## src/rtl/led_pkg.sv

```systemverilog
package led_pkg;
  typedef enum logic [1:0] {
    ACT_IDLE = 2'd0,
    ACT_LIT  = 2'd1,
    ACT_DARK = 2'd2
  } act_state_e;
endpackage

```

## src/rtl/led_evt_qual.sv

```systemverilog
module led_evt_qual #(
  parameter int N_DIR = 2
) (
  input  logic             clk,
  input  logic             rst,
  input  logic [N_DIR-1:0] evt,
  input  logic [N_DIR-1:0] bcast,
  input  logic [N_DIR-1:0] match,
  input  logic             wol_mode,
  input  logic             wol_match_only,
  output logic             hit
);
  logic [N_DIR-1:0] qual;

  for (genvar d = 0; d < N_DIR; d++) begin : g_dir
    // A strobe passes when no filter applies, when it matched the station
    // address, or when it is broadcast and broadcasts are allowed.
    assign qual[d] = evt[d] & (~wol_mode | match[d] | (~wol_match_only & bcast[d]));
  end

  assign hit = |qual;


  match_only_chk: assert property (@(posedge clk) disable iff (rst)
    (wol_mode && wol_match_only && ((evt & match) == '0)) |-> !hit);


  untagged_chk: assert property (@(posedge clk) disable iff (rst)
    (wol_mode && ((evt & (bcast | match)) == '0)) |-> !hit);
endmodule

```

## src/rtl/led_act_stretch.sv

```systemverilog
module led_act_stretch
  import led_pkg::*;
#(
  parameter int STRETCH_CYCLES = 65536,
  parameter int OFF_CYCLES     = 16384
) (
  input  logic clk,
  input  logic rst,
  input  logic clr,
  input  logic hit,
  output logic lit
);
  localparam int HOLD_W = (STRETCH_CYCLES > 2) ? $clog2(STRETCH_CYCLES) : 1;
  localparam int OFF_W  = (OFF_CYCLES > 2) ? $clog2(OFF_CYCLES) : 1;
  localparam logic [HOLD_W-1:0] HOLD_MAX = HOLD_W'(STRETCH_CYCLES - 1);
  localparam logic [OFF_W-1:0]  OFF_MAX  = OFF_W'(OFF_CYCLES - 1);

  act_state_e        state_q;
  logic [HOLD_W-1:0] hold_q;
  logic [HOLD_W-1:0] run_q;
  logic [OFF_W-1:0]  off_q;
  logic              pend_q;

  always_ff @(posedge clk) begin
    if (rst || clr) begin
      state_q <= ACT_IDLE;
      hold_q  <= '0;
      run_q   <= '0;
      off_q   <= '0;
      pend_q  <= 1'b0;
    end else begin
      unique case (state_q)
        ACT_IDLE: begin
          if (hit) begin
            state_q <= ACT_LIT;
            hold_q  <= HOLD_MAX;
            run_q   <= '0;
          end
        end
        ACT_LIT: begin
          if (!hit && hold_q == '0) begin
            state_q <= ACT_IDLE;
          end else if (run_q == HOLD_MAX) begin
            state_q <= ACT_DARK;
            off_q   <= OFF_MAX;
            pend_q  <= 1'b0;
          end else begin
            hold_q <= hit ? HOLD_MAX : hold_q - 1'b1;
            run_q  <= run_q + 1'b1;
          end
        end
        ACT_DARK: begin
          if (off_q == '0) begin
            if (pend_q || hit) begin
              state_q <= ACT_LIT;
              hold_q  <= HOLD_MAX;
              run_q   <= '0;
            end else begin
              state_q <= ACT_IDLE;
            end
            pend_q <= 1'b0;
          end else begin
            off_q  <= off_q - 1'b1;
            pend_q <= pend_q | hit;
          end
        end
        default: state_q <= ACT_IDLE;
      endcase
    end
  end

  assign lit = (state_q == ACT_LIT);


  lit_entry_chk: assert property (@(posedge clk) disable iff (rst)
    $rose(lit) |-> ($past(hit) || $past(pend_q)));


  clear_dark_chk: assert property (@(posedge clk) disable iff (rst)
    clr |=> !lit);


  dark_from_lit_chk: assert property (@(posedge clk) disable iff (rst || clr)
    (state_q == ACT_DARK && off_q == OFF_MAX) |-> $past(lit));
endmodule

```

## src/rtl/phy_led_ctrl.sv

```systemverilog
module phy_led_ctrl #(
  parameter int STRETCH_CYCLES = 65536,
  parameter int OFF_CYCLES     = 16384
) (
  input  logic clk,
  input  logic rst,
  input  logic link_up,
  input  logic speed_100,
  input  logic tx_evt,
  input  logic tx_bcast,
  input  logic tx_match,
  input  logic rx_evt,
  input  logic rx_bcast,
  input  logic rx_match,
  input  logic wol_mode,
  input  logic wol_match_only,
  output logic led_link_n,
  output logic led_act_n,
  output logic led_spd_n
);
  localparam int N_DIR = 2;

  logic hit;
  logic lit;
  logic armed_q;

  led_evt_qual #(.N_DIR(N_DIR)) i_qual (
    .clk            (clk),
    .rst            (rst),
    .evt            ({rx_evt, tx_evt}),
    .bcast          ({rx_bcast, tx_bcast}),
    .match          ({rx_match, tx_match}),
    .wol_mode       (wol_mode),
    .wol_match_only (wol_match_only),
    .hit            (hit)
  );

  led_act_stretch #(
    .STRETCH_CYCLES (STRETCH_CYCLES),
    .OFF_CYCLES     (OFF_CYCLES)
  ) i_stretch (
    .clk (clk),
    .rst (rst),
    .clr (!link_up),
    .hit (hit),
    .lit (lit)
  );

  always_ff @(posedge clk) begin
    if (rst) begin
      led_link_n <= 1'b1;
      led_act_n  <= 1'b1;
      led_spd_n  <= 1'b1;
      armed_q    <= 1'b0;
    end else begin
      led_link_n <= !link_up;
      led_act_n  <= !(link_up && lit);
      led_spd_n  <= !(link_up && speed_100);
      armed_q    <= 1'b1;
    end
  end


  link_follow_chk: assert property (@(posedge clk) disable iff (rst)
    armed_q |-> (led_link_n == !$past(link_up)));


  link_down_dark_chk: assert property (@(posedge clk) disable iff (rst)
    (armed_q && !$past(link_up)) |-> (led_spd_n && led_act_n));


  reset_dark_chk: assert property (@(posedge clk)
    $past(rst) |-> (led_link_n && led_act_n && led_spd_n));
endmodule

```

## config.mk

```make
export PLATFORM = sky130hd
export DESIGN_NAME = phy_led_ctrl
export DESIGN_NICKNAME = d
export VERILOG_FILES = /design/src/rtl/led_pkg.sv /design/src/rtl/led_evt_qual.sv /design/src/rtl/led_act_stretch.sv /design/src/rtl/phy_led_ctrl.sv
export SDC_FILE = /design/constraint.sdc
export NUM_CORES = 1
export LEC_CHECK = 0
export BUFFER_PORTS_ARGS = -buffer_cell sky130_fd_sc_hd__buf_2
export CAP_MARGIN = 20
export CORE_ASPECT_RATIO = 1.5
export CORE_MARGIN = 5
export CORE_UTILIZATION = 40
export CTS_BUF_LIST = sky130_fd_sc_hd__clkbuf_16
export DETAILED_ROUTE_END_ITERATION = 10
export SYNTH_ARGS = -nofsm -noshare
export SYNTH_HDL_FRONTEND = slang
export SYNTH_SLANG_ARGS = --single-unit
```

## constraint.sdc

```tcl
create_clock -name clk -period 4.9 [get_ports clk]
set_clock_uncertainty 0.1 [all_clocks]
set_input_delay 0.98 -clock clk [delete_from_list [all_inputs] [get_ports clk]]
set_output_delay 0.98 -clock clk [all_outputs]
set_load 0.01 [all_outputs]
```

==> results_tabular.tex <==
\begin{tabular}{lr}
\hline
Metric & Value \\
\hline
\multicolumn{2}{l}{\textbf{Run status}} \\
Result of the run & finished clean \\
\multicolumn{2}{l}{\textbf{Route}} \\
Drt drc & 0 \\
Initial drt markers & 95 \\
Vias after detailed routing & 2501 \\
Via density per instance & 6.10 \\
Detail Route Antenna Nets & 0 \\
Overall routed net length & 6340 um \\
Wire length per cell & 15.5 um \\
Detailed Routing Iterations Pass 1 & 4 \\
\multicolumn{2}{l}{\textbf{Timing}} \\
Final Slew Violations & 0 \\
Crit path time final & 3.04 ns \\
Achievable clock frequency & 0.329 GHz \\
Summed negative setup slack over all endpoints & 0 ns \\
Worst slack on hold paths & 0.382 ns \\
Final-report hold violation count & 0 \\
Slew Limit Headroom & 34.3\% \\
Fin crit share & 62.0\% \\
Slew at the pin closest to its max-slew limit & 0.976 ns \\
Final setup vio count & 0 \\
Setup repair after global routing missed its margin & false \\
Worst Setup Slack, final & 1.86 ns \\
\multicolumn{2}{l}{\textbf{Logic synthesis}} \\
Primary flip-flop cell chosen by synthesis mapping & sky130\_fd\_sc\_hd\_\_dfxtp\_1 \\
Number of synthesized register bits & 52 \\
Sequential-to-total area share from yosys stat & 38.7\% \\
Cell area after synthesis & 2690 um\^{}2 \\
Yosys warning count & 0 \\
Share of synthesized registers carrying an async set or reset & 0\% \\
Number of flops mapped to enable cells by yosys & 0 \\
Net count of the mapped netlist & 344 \\
Post-Syn Instances & 327 \\
Yosys cell types & 47 \\
Post-Syn Area per Cell & 8.23 um\^{}2 \\
\multicolumn{2}{l}{\textbf{Placed design}} \\
IO Port Bufs & 14 \\
Setup Slack @ Placement & 1.63 ns \\
Number of placed instances with taps included & 402 \\
Weighted congestion at the end of routability-driven global placement & 0.791 \\
Half-perimeter wire length of the detailed placement result & 4500 um \\
Placed Area & 2800 um\^{}2 \\
\multicolumn{2}{l}{\textbf{Critical path}} \\
Slack of the worst reg-to-reg path & 2.05 ns \\
Data arrival time of the critical path & 3.08 ns \\
Top fanout value on the critical path & 16 \\
Classification of the worst setup path & input pin to flip-flop \\
CP startpoint kind & input pin \\
Endpoint type of the worst setup path & flip-flop \\
Critical path, cell by cell & buf\_2 > nand2b\_1 > o21ai\_0 > and3\_1 > nand4\_1 > o311ai\_0 > o41ai\_1 \\
Number of cells traversed by the worst register-to-register path & 6 \\
Largest stage delay on the critical path & 0.58 ns \\
CP max stage cell & sky130\_fd\_sc\_hd\_\_and3\_1 \\
Required time at the worst-slack endpoint & 4.94 ns \\
\multicolumn{2}{l}{\textbf{Cells and area}} \\
Number of nets in the finished design & 350 \\
Area added between synthesis and finish & 9.29\% \\
Total inserted antenna cells & 0 \\
Layout cell share with drive strength beyond 1 & 10.5\% \\
Design Area, Final & 2940 um\^{}2 \\
Final Non-Filler Cells & 410 \\
\multicolumn{2}{l}{\textbf{Clocking}} \\
Clock tree from TritonCTS & done \\
Cells resized by post-CTS repair & 0 \\
Root buffer cell & sky130\_fd\_sc\_hd\_\_clkbuf\_16 \\
Sink count of the clock tree & 52 \\
Maximum level of the CTS H-tree & 2 \\
Source-to-sink clock delay at the later pin of the worst-skew pair & 0.29 ns \\
Post-CTS clock slew at the launch and capture registers of the worst setup and hold paths & 0.06 ns \\
Total clock buffers created by CTS & 5 \\
\# Post-CTS Setup Buffers & 0 \\
Buffer depth of the longest clock path & 2 \\
Cts-stage hold buffer count & 0 \\
\multicolumn{2}{l}{\textbf{Floorplan}} \\
Die span in x & 77.0 um \\
Placement row count & 36 \\
Starting utilization of the core area & 41.2\% \\
Die outline height & 110 um \\
Die footprint & 8510 um\^{}2 \\
Number of I/O pins & 15 \\
Placeable core area & 6530 um\^{}2 \\
\multicolumn{2}{l}{\textbf{Min path}} \\
Hold Path Depth & 2 \\
Worst min-delay path category & flip-flop to flip-flop \\
\multicolumn{2}{l}{\textbf{Global route}} \\
GRT Util Overall & 14.7\% \\
Via count of the first global-routing pass & 2284 \\
First-pass GRT wire length & 10600 um \\
Total global routing overflow & 0 \\
Pin count of the biggest net entering global routing & 31 \\
Number of antenna violations at the first check in global routing & 0 \\
\multicolumn{2}{l}{\textbf{Pwr}} \\
Worst vdd rail ir drop & 0.000193 V \\
Static power due to leakage & 0.971 nW \\
Ratio of total power to cell area & 296 nW/um\^{}2 \\
\multicolumn{2}{l}{\textbf{Run}} \\
Reported max-cap violation count & 0 \\
\hline
\end{tabular}
registers in the layout, summed over array words and instances, names as in the netlist:
name / count
led_spd_n: 1
led_link_n: 1
i_stretch.state_q: 2
led_act_n: 1
i_stretch.pend_q: 1
i_stretch.off_q: 14
i_stretch.run_q: 16
i_stretch.hold_q: 16
cell families after synthesis:
group                      count (synthesis)  share of synthesized area, %
and+or+nand+nor                          138                          28.5
AOI/OAI and AO/OA                         94                          22.7
DFF                                       52                          38.7
buffers and inverters                     26                          3.95
xor gates and xnor gates                  12                          3.90
adders and majority gates                  5                          2.32
layout by cell type (no fill, tap or decap), drive strengths merged, types with 7 or more instances in the layout:
cell type,synthesis,routed
inv,8,8
nand3,15,15
nor4,7,7
a21oi,33,33
buf,3,17
nand2b,9,9
a31oi,13,13
nor3,7,7
nand4,11,11
dfxtp,52,52
nor2,20,20
o31ai,12,12
o21ai,10,10
or4,13,13
nand2,29,29
xor2,11,11
a311oi,8,8
critical path: cells and delay by family:
kind	cells	cell delay (ns)
simple gates	3	1.06
compound gates	3	0.93
buf+inv	1	0.09
metal layers:
metal  GRT usage [%]  wire [um]
met5               0          0
met1            17.5       2750
met2            26.4       3320
met3            2.44        165
met4            4.47         98
worst paths after layout:
path                              from                   end
hold reg to reg    i_stretch.run_q[15]   i_stretch.run_q[15]
setup / recovery              tx_match  i_stretch.hold_q[12]
hold / removal     i_stretch.run_q[15]   i_stretch.run_q[15]
setup reg to reg  i_stretch.hold_q[12]   i_stretch.hold_q[1]
final cells by class:
type	count	area [um^2]
clock buffer	5	125
clock inverter	3	13.8
fill	660	3590
inverter	8	30.0
multi-input combinational	249	1550
sequential	52	1040
tap	76	95.1
timing repair buffer	17	92.6
synthesized netlist by cell type (all sizes together), types with 2 or more instances:
cell type / instances / share of area [%]
nand4: 11 / 2.6
nor2: 20 / 2.8
nand2b: 9 / 2.1
and4: 2 / 0.65
nor2b: 5 / 1.2
xor2: 11 / 3.6
nand3b: 3 / 0.84
and3: 3 / 0.70
a211oi: 3 / 0.84
or4: 13 / 3.8
nand2: 29 / 4.1
a311oi: 8 / 2.6
a21oi: 33 / 6.1
a31oi: 13 / 3.0
o21ai: 10 / 1.9
clkbuf: 15 / 2.1
o211ai: 2 / 0.74
buf: 3 / 0.74
ha: 5 / 2.3
nor4b: 3 / 0.98
or2: 2 / 0.46
nor3: 7 / 1.3
and2: 3 / 0.70
a31o: 4 / 1.3
or3: 2 / 0.46
o41ai: 3 / 0.98
inv: 8 / 1.1
nand3: 15 / 2.8
nor4: 7 / 1.6
o31ai: 12 / 3.3
dfxtp: 52 / 39
power by group:
group	internal, mW	switching, mW
Combinational	0.0313	0.0572
Clock	0.186	0.151
Sequential	0.434	0.0127
Total	0.651	0.221
per-stage QoR:
stage / utilization, % / total power, mW
finish: 45.1 / 0.872
global route: 45.1 / 0.909
floorplan: - / 0.519
detailed placement: 42.9 / 0.543
global placement: 42.9 / 0.543
CTS: 45.1 / 0.880
Note: power is estimated with default switching activity, not from simulation.
